## config.mk

```make
export PLATFORM = sky130hd
export DESIGN_NAME = bitrmw_unit
export DESIGN_NICKNAME = d
export VERILOG_FILES = /design/src/rtl/bitrmw_pkg.sv /design/src/rtl/bitrmw_ea.sv /design/src/rtl/bitrmw_modify.sv /design/src/rtl/bitrmw_ctrl.sv /design/src/rtl/bitrmw_unit.sv
export SDC_FILE = /design/constraint.sdc
export NUM_CORES = 1
export LEC_CHECK = 0
export ABC_AREA = 1
export BUFFER_PORTS_ARGS = -buffer_cell sky130_fd_sc_hd__buf_4
export CAP_MARGIN = 20
export CORE_AREA = 10 10 124 98
export DETAILED_ROUTE_END_ITERATION = 8
export DIE_AREA = 0 0 134 108
export GPL_TIMING_DRIVEN = 0
export PLACE_DENSITY = 0.75
export SETUP_SLACK_MARGIN = 0.05
export SYNTH_ARGS = -nofsm -noshare
export SYNTH_HDL_FRONTEND = slang
export SYNTH_SLANG_ARGS = --single-unit
```

## constraint.sdc

```tcl
create_clock -name clk -period 3.5 [get_ports clk]
set_input_delay 0.35 -clock clk [delete_from_list [all_inputs] [get_ports clk]]
set_output_delay 0.35 -clock clk [all_outputs]
set_load 0.1 [all_outputs]
```

## src/rtl/bitrmw_pkg.sv

```systemverilog
package bitrmw_pkg;

    localparam int BYTE_W = 8;
    localparam int IDX_W  = $clog2(BYTE_W);

    typedef enum logic [1:0] {
        BOP_SET = 2'd0,
        BOP_INV = 2'd1,
        BOP_CLR = 2'd2,
        BOP_TST = 2'd3
    } bit_op_e;

    typedef enum logic [2:0] {
        ST_IDLE,
        ST_READ,
        ST_MODIFY,
        ST_WRITE,
        ST_DONE
    } seq_state_e;

    typedef struct packed {
        bit_op_e          op;
        logic [IDX_W-1:0] idx;
    } bit_cmd_t;

    function automatic logic [BYTE_W-1:0] bit_mask(input logic [IDX_W-1:0] idx);
        return BYTE_W'(1) << idx;
    endfunction

endpackage

```

## src/rtl/bitrmw_ea.sv

```systemverilog
module bitrmw_ea #(
    parameter int ADDR_W = 32,
    parameter int DISP_W = 16
) (
    input  logic [ADDR_W-1:0] base,
    input  logic [DISP_W-1:0] disp,
    output logic [ADDR_W-1:0] eff
);
    localparam int EXT_W = ADDR_W - DISP_W;

    logic [ADDR_W-1:0] disp_ext;

    assign disp_ext = {{EXT_W{disp[DISP_W-1]}}, disp};
    assign eff      = base + disp_ext;
endmodule

```

## src/rtl/bitrmw_modify.sv

```systemverilog
module bitrmw_modify
    import bitrmw_pkg::*;
(
    input  logic [BYTE_W-1:0] din,
    input  bit_cmd_t          cmd,
    output logic [BYTE_W-1:0] dout,
    output logic              zero
);
    logic [BYTE_W-1:0] mask;

    assign mask = bit_mask(cmd.idx);
    assign zero = ~din[cmd.idx];

    always_comb begin
        unique case (cmd.op)
            BOP_SET: dout = din | mask;
            BOP_INV: dout = din ^ mask;
            BOP_CLR: dout = din & ~mask;
            default: dout = din;
        endcase
    end


    always_comb begin
        other_bits_chk: assert (((dout ^ din) & ~mask) == '0);
    end
endmodule

```

## src/rtl/bitrmw_ctrl.sv

```systemverilog
module bitrmw_ctrl
    import bitrmw_pkg::*;
(
    input  logic clk,
    input  logic rst,
    input  logic start,
    input  logic is_test,
    input  logic mem_ready,
    output logic accept,
    output logic rd_req,
    output logic wr_req,
    output logic in_modify,
    output logic finish,
    output logic done
);
    seq_state_e state_q, state_d;

    always_comb begin
        state_d = state_q;
        unique case (state_q)
            ST_IDLE:   if (start)     state_d = ST_READ;
            ST_READ:   if (mem_ready) state_d = ST_MODIFY;
            ST_MODIFY: state_d = is_test ? ST_DONE : ST_WRITE;
            ST_WRITE:  if (mem_ready) state_d = ST_DONE;
            default:   state_d = ST_IDLE;
        endcase
    end

    always_ff @(posedge clk) begin
        if (rst) state_q <= ST_IDLE;
        else     state_q <= state_d;
    end

    assign accept    = (state_q == ST_IDLE) && start;
    assign rd_req    = (state_q == ST_READ);
    assign wr_req    = (state_q == ST_WRITE);
    assign in_modify = (state_q == ST_MODIFY);
    assign finish    = (state_d == ST_DONE) && (state_q != ST_DONE);
    assign done      = (state_q == ST_DONE);


    rd_hold_chk: assert property (@(posedge clk) disable iff (rst)
        (rd_req && !mem_ready) |=> rd_req);


    wr_hold_chk: assert property (@(posedge clk) disable iff (rst)
        (wr_req && !mem_ready) |=> wr_req);


    done_pulse_chk: assert property (@(posedge clk) disable iff (rst)
        done |=> !done);


    busy_ignore_chk: assert property (@(posedge clk) disable iff (rst)
        (state_q != ST_IDLE && state_q != ST_READ) |=> (state_q != ST_READ));
endmodule

```

## src/rtl/bitrmw_unit.sv

```systemverilog
module bitrmw_unit
    import bitrmw_pkg::*;
#(
    parameter int ADDR_W = 32,
    parameter int DISP_W = 16
) (
    input  logic                 clk,
    input  logic                 rst,
    input  logic                 cmd_start,
    input  logic [1:0]           cmd_op,
    input  logic [ADDR_W-1:0]    cmd_base,
    input  logic [DISP_W-1:0]    cmd_disp,
    input  logic [IDX_W-1:0]     cmd_bit,
    output logic                 mem_rd_req,
    output logic                 mem_wr_req,
    output logic [ADDR_W-1:0]    mem_addr,
    output logic [BYTE_W-1:0]    mem_wdata,
    input  logic [BYTE_W-1:0]    mem_rdata,
    input  logic                 mem_ready,
    output logic                 done,
    output logic                 zflag
);
    bit_cmd_t          cmd_q;
    logic [ADDR_W-1:0] addr_q;
    logic [ADDR_W-1:0] eff;
    logic [BYTE_W-1:0] data_q;
    logic [BYTE_W-1:0] mod_out;
    logic              mod_zero;
    logic              zflag_q;
    logic              accept, in_modify, finish;

    bitrmw_ea #(.ADDR_W(ADDR_W), .DISP_W(DISP_W)) u_ea (
        .base (cmd_base),
        .disp (cmd_disp),
        .eff  (eff)
    );

    bitrmw_ctrl u_ctrl (
        .clk       (clk),
        .rst       (rst),
        .start     (cmd_start),
        .is_test   (cmd_q.op == BOP_TST),
        .mem_ready (mem_ready),
        .accept    (accept),
        .rd_req    (mem_rd_req),
        .wr_req    (mem_wr_req),
        .in_modify (in_modify),
        .finish    (finish),
        .done      (done)
    );

    bitrmw_modify u_mod (
        .din  (data_q),
        .cmd  (cmd_q),
        .dout (mod_out),
        .zero (mod_zero)
    );

    always_ff @(posedge clk) begin
        if (rst) begin
            cmd_q   <= '{op: BOP_TST, idx: '0};
            addr_q  <= '0;
            data_q  <= '0;
            zflag_q <= 1'b0;
        end else begin
            if (accept) begin
                cmd_q  <= '{op: bit_op_e'(cmd_op), idx: cmd_bit};
                addr_q <= eff;
            end
            if (mem_rd_req && mem_ready) data_q <= mem_rdata;
            if (finish) zflag_q <= mod_zero;
        end
    end

    assign mem_addr  = addr_q;
    assign mem_wdata = mod_out;
    assign zflag     = zflag_q;


    zflag_only_at_done_chk: assert property (@(posedge clk) disable iff (rst)
        !$stable(zflag) |-> done);


    addr_stable_chk: assert property (@(posedge clk) disable iff (rst)
        ((mem_rd_req || mem_wr_req) && !accept) |=> (!(mem_rd_req || mem_wr_req) || $stable(mem_addr)));


    test_no_write_chk: assert property (@(posedge clk) disable iff (rst)
        (in_modify && cmd_q.op == BOP_TST) |=> !mem_wr_req);


    always_comb begin
        if (!rst) no_dual_req_chk: assert (!(mem_rd_req && mem_wr_req));
    end
endmodule

```

# Word-level counts from Yosys, hierarchy flattened
# Index checks and enable logic that the tools add are counted.
# op_classes
n_addsub,1
n_bitwise,5
reduce_logical,5
magnitude_cmp,1
n_shift,1
n_eq_ne,9
mux,8
# ops
cell,count
32-bit adder,1
8-bit one-hot mux with 3 select lines,1
3-bit two-way mux,4
3-bit one-hot mux with 4 select lines,1
8-bit AND,1
8-bit inverter,1
8-bit OR,1
"1-bit by 3-bit << shifter with 8-bit output, first input constant",1
8-bit XOR,1
"3-bit by 2-bit equality test with 1-bit output, second input constant",2
"3-bit equality test, second input constant",2
"2-bit equality test, second input constant",2
"3-bit by 4-bit less-than comparator with 1-bit output, second input constant",1
1-bit binary-select mux with 3-bit select,1
"3-bit by 1-bit equality test with 1-bit output, second input constant",1
1-bit logical AND,3
3-bit zero test,1
"3-bit != test, second input constant",1
"2-bit by 1-bit equality test with 1-bit output, second input constant",1
2-bit zero test,1
1-bit two-way mux,1
1-bit inverter,1
# word_totals
word_cells,36
input_bits,65
reg_bits,49
output_inout_bits,44

# Depth between registers and ports, before layout
# depth
depth_word,5
ltp_mapped,15
ltp_nobuf,15

# Modules after synthesis
# Synthesis repeated with hierarchy kept, for this count alone.
# hier_totals
cells_unflattened,858
hier_area_um2,4912.2
# by_module_without_submodules
module,seq_area_each_um2,area_each_um2,instances,cells_per_inst
bitrmw_ea,0.0,2384.8,1,494
bitrmw_unit,920.9,1707.9,1,218
bitrmw_modify,0.0,620.6,1,113
bitrmw_ctrl,60.1,198.9,1,33

# Least setup slack after synthesis
# OpenSTA, ideal clock, no wires.
# synth_timing
kind,register -> output
startpoint,register cmd_q[3] in the netlist's numbering
endpoint,output port mem_wdata[1]
slack_ns,0.458
required_time_ns,3.150
n_path_buf,1
arrival_time_ns,2.692
path_stages_with_launch,4
path_cell_list,dfxtp_1 buf_2 nand2_1 o21ai_0
# synth_via
elab_chain_cells,2
# synth_lines
element,line,source
"start, declared",bitrmw_unit.sv:23,bit_cmd_t cmd_q;
"start signal, assigned",bitrmw_unit.sv:61,"cmd_q <= '{op: BOP_TST, idx: '0};"
"start signal, assigned",bitrmw_unit.sv:67,"cmd_q <= '{op: bit_op_e'(cmd_op), idx: cmd_bit};"
2-bit equality test (tied with other cells),bitrmw_modify.sv:15,unique case (cmd.op)
8-bit one-hot mux with 3 select lines (*),bitrmw_modify.sv:15,
"end, declared",bitrmw_unit.sv:17,"output logic [BYTE_W-1:0] mem_wdata,"
# Every way passes the cells marked *; elsewhere a longest branch is shown, timed or not.

# Worst setup path after layout
# layout_timing
startpoint,register cmd_q[0] in the netlist's numbering
endpoint,output port mem_wdata[0]
# layout_via
elab_chain_cells,4
# layout_lines
element,line,source
1-bit by 3-bit << shifter with 8-bit output (*),bitrmw_pkg.sv:27,return BYTE_W'(1) << idx;
8-bit inverter,bitrmw_modify.sv:18,BOP_CLR: dout = din & ~mask;
8-bit AND,bitrmw_modify.sv:18,
8-bit one-hot mux with 3 select lines (*),bitrmw_modify.sv:15,
# Marks and branches as above.

==> reports/results.tsv <==
metric	value	unit
final_cell_mix	nand2_1 (235), inv_1 (160), buf_4 (109)	
drt_iter0_drc	413	
seq_area_frac_synth	0.2056	
grt-ovfl-total	0	
place.gp.congestion	0.9504	
p_leak	0.003446	uW
syn_inst	820	
wirelength	14.17	mm
boundaryPins	109	
tns	0	ns
worstMarginPinSlew	0.5492	ns
port_buffers	108	
setup_viol	0	
antennaDiodeCount	0	
fin_nets	1048	
vdd_drop_max	0.2840	mV
core_area	9889	sq um
start_util	0.4825	
synth_area	4772	sq um
dp_hpwl	11.77	mm
rsz0062_at_grt	no	
clkTransAtPathRegs	0.06	ns
hp-start	cmd_op[0]	
final_common_cell	nand2_1	
grt_pass1_wl	22.98	mm
wl_per_cell	13.23	um
dieArea	14470	sq um
worstHoldPathType	primary input to flop	
reg2reg_to	mem_addr[28]	
cellPowerDensity	410.9	nW/um^2
synthToLayoutAreaGrowth	23.54	%
rows	32	
r2r-start	u_ctrl.state_q[1]	
cp.required	3.15	ns
arrival	2.14	ns
cp-end-kind	output port	
dp.cells	1064	
outcome	finished clean	
dr.pass1.iters	6	
die_w	134	um
slew_headroom	0.6339	
syn-mean-instance-area	5.820	sq um
postCtsSetupBuffers	0	
cts-buffers-inserted	5	
ys_ff_latch	49	
antenna_found_initial	0	
clock_skew	0.003318	ns
grt_util_met3	0.03290	
final_layout_size_suffix_gt1_frac	0.1658	
busiest_layer	met2	
cts_resized	0	
hold_buffers	0	
drc	0	
synth_nets	933	
insertion_delay	0.29	ns
grt_max_degree	18	
yosysWarnings	0	
crit_path_start_kind	flop	
critPathKind	flop to output port	
met2_usage	0.3033	
htree_num_levels	2	
fin_crit	2.491	ns
fin_cells	1071	
fin_crit_sh	0.7118	
cts_tree	yes	
slew_violations	0	
critPathCapture	mem_wdata[0]	
cts_root_buf	clkbuf_16	
crit_start	cmd_q[0]	
reg2reg_depth	7	
max-cap-violations	0	
clock_sinks	49	
antenna_left	0	
grt_usage	0.1899	
synth.distinct_cells	36	
hold_viol	0	
fp.dieH	108	um
reg2reg_slack	1.95	ns
cp_max_fo	10	
fmax	401.4	MHz
grtUsageMet1	0.2684	
num_vias	5277	
clk_path_buf_depth	2	
avgViaCountPerCell	4.927	
first_global_vias	4839	
cells by family (layout without fill, tap and decap cells):
group	after synthesis	after routing	synth area share
compound gates	100	100	0.1214
xor+xnor	15	15	0.02753
fa+ha+maj	48	48	0.1274
buf+inv	179	294	0.1439
flops	49	49	0.2056
simple gates	429	429	0.3741
worst min-delay path by stage:
stage	depth (start not counted)	end	slack [ns]
2_1_floorplan	2	cmd_q[3]	0.46
3_3_place_gp	2	mem_addr[1]	0.46
3_5_place_dp	2	mem_addr[0]	0.48
4_1_cts	3	cmd_q[3]	0.28
5_1_grt	3	cmd_q[3]	0.28
6_report	3	cmd_q[3]	0.27
registers in the layout, summed over array words and instances, names as in the netlist:
register        count
mem_addr           32
data_q              8
cmd_q               5
u_ctrl.state_q      3
zflag               1
Yosys cell counts, drive strengths merged:
library cell	number	area, sq um
nand2	249	969.7
inv	162	608.1
nor2	112	445.4
nand3	59	310.3
dfxtp	49	980.9
ha	47	588.1
o21ai	39	195.2
a21oi	38	193.9
xor2	13	113.9
buf	11	56.30
clkbuf	6	22.52
nor3	5	35.03
o311a	5	50.05
o21bai	4	33.78
a221oi	3	26.28
a22oi	3	22.52
nand4	3	18.77
a211oi	2	15.01
o22ai	2	12.51
xnor2	2	17.52
a21o	1	7.510
a31oi	1	6.260
and2	1	6.260
fa	1	20.02
o211ai	1	7.510
o221ai	1	8.760
power by group:
| group | internal, uW | switching [uW] |
|---|---|---|
| Clock | 281 | 201 |
| Sequential | 619 | 38.5 |
| Combinational | 346 | 936 |
per-stage QoR:
stage	instance area [sq um]	power (uW)	utilization	setup WS (ns)	hold WS [ns]
after floorplan	4772	1622	-	0.4577	0.4632
after global placement	5753	1930	0.5817	1.267	0.4646
after detailed placement	5753	1941	0.5817	1.229	0.4757
after CTS	5896	2416	0.5962	1.058	0.2788
after global routing	5896	2562	0.5962	0.8415	0.2797
final	5896	2423	0.5962	1.009	0.2717
layout make-up:
type | count | area, sq um
plain buffers | 17 | 78.83
clock buffers | 7 | 142.6
fillers | 1004 | 3994
inverters | 162 | 608.1
multi-input cells | 592 | 3104
flip-flops and latches | 49 | 980.9
well taps | 136 | 170.2
repair buffers | 108 | 810.8
routing by layer:
layer	vias to the layer above	routed length [um]
met3	18	1044
met4	0	180
met2	191	5926
met1	2295	7016
met5	-	0
li1	2773	-
critical path, stage by stage (launching register included):
cell      delay (ns)
dfxtp_1         0.29
buf_2           0.16
inv_1           0.14
nand2_1         0.11
inv_1           0.10
nand2_1         0.08
ha_1            0.28
a221oi_1        0.31
a22oi_1         0.12
buf_4           0.25
Note: power is estimated with default switching activity, not from simulation.
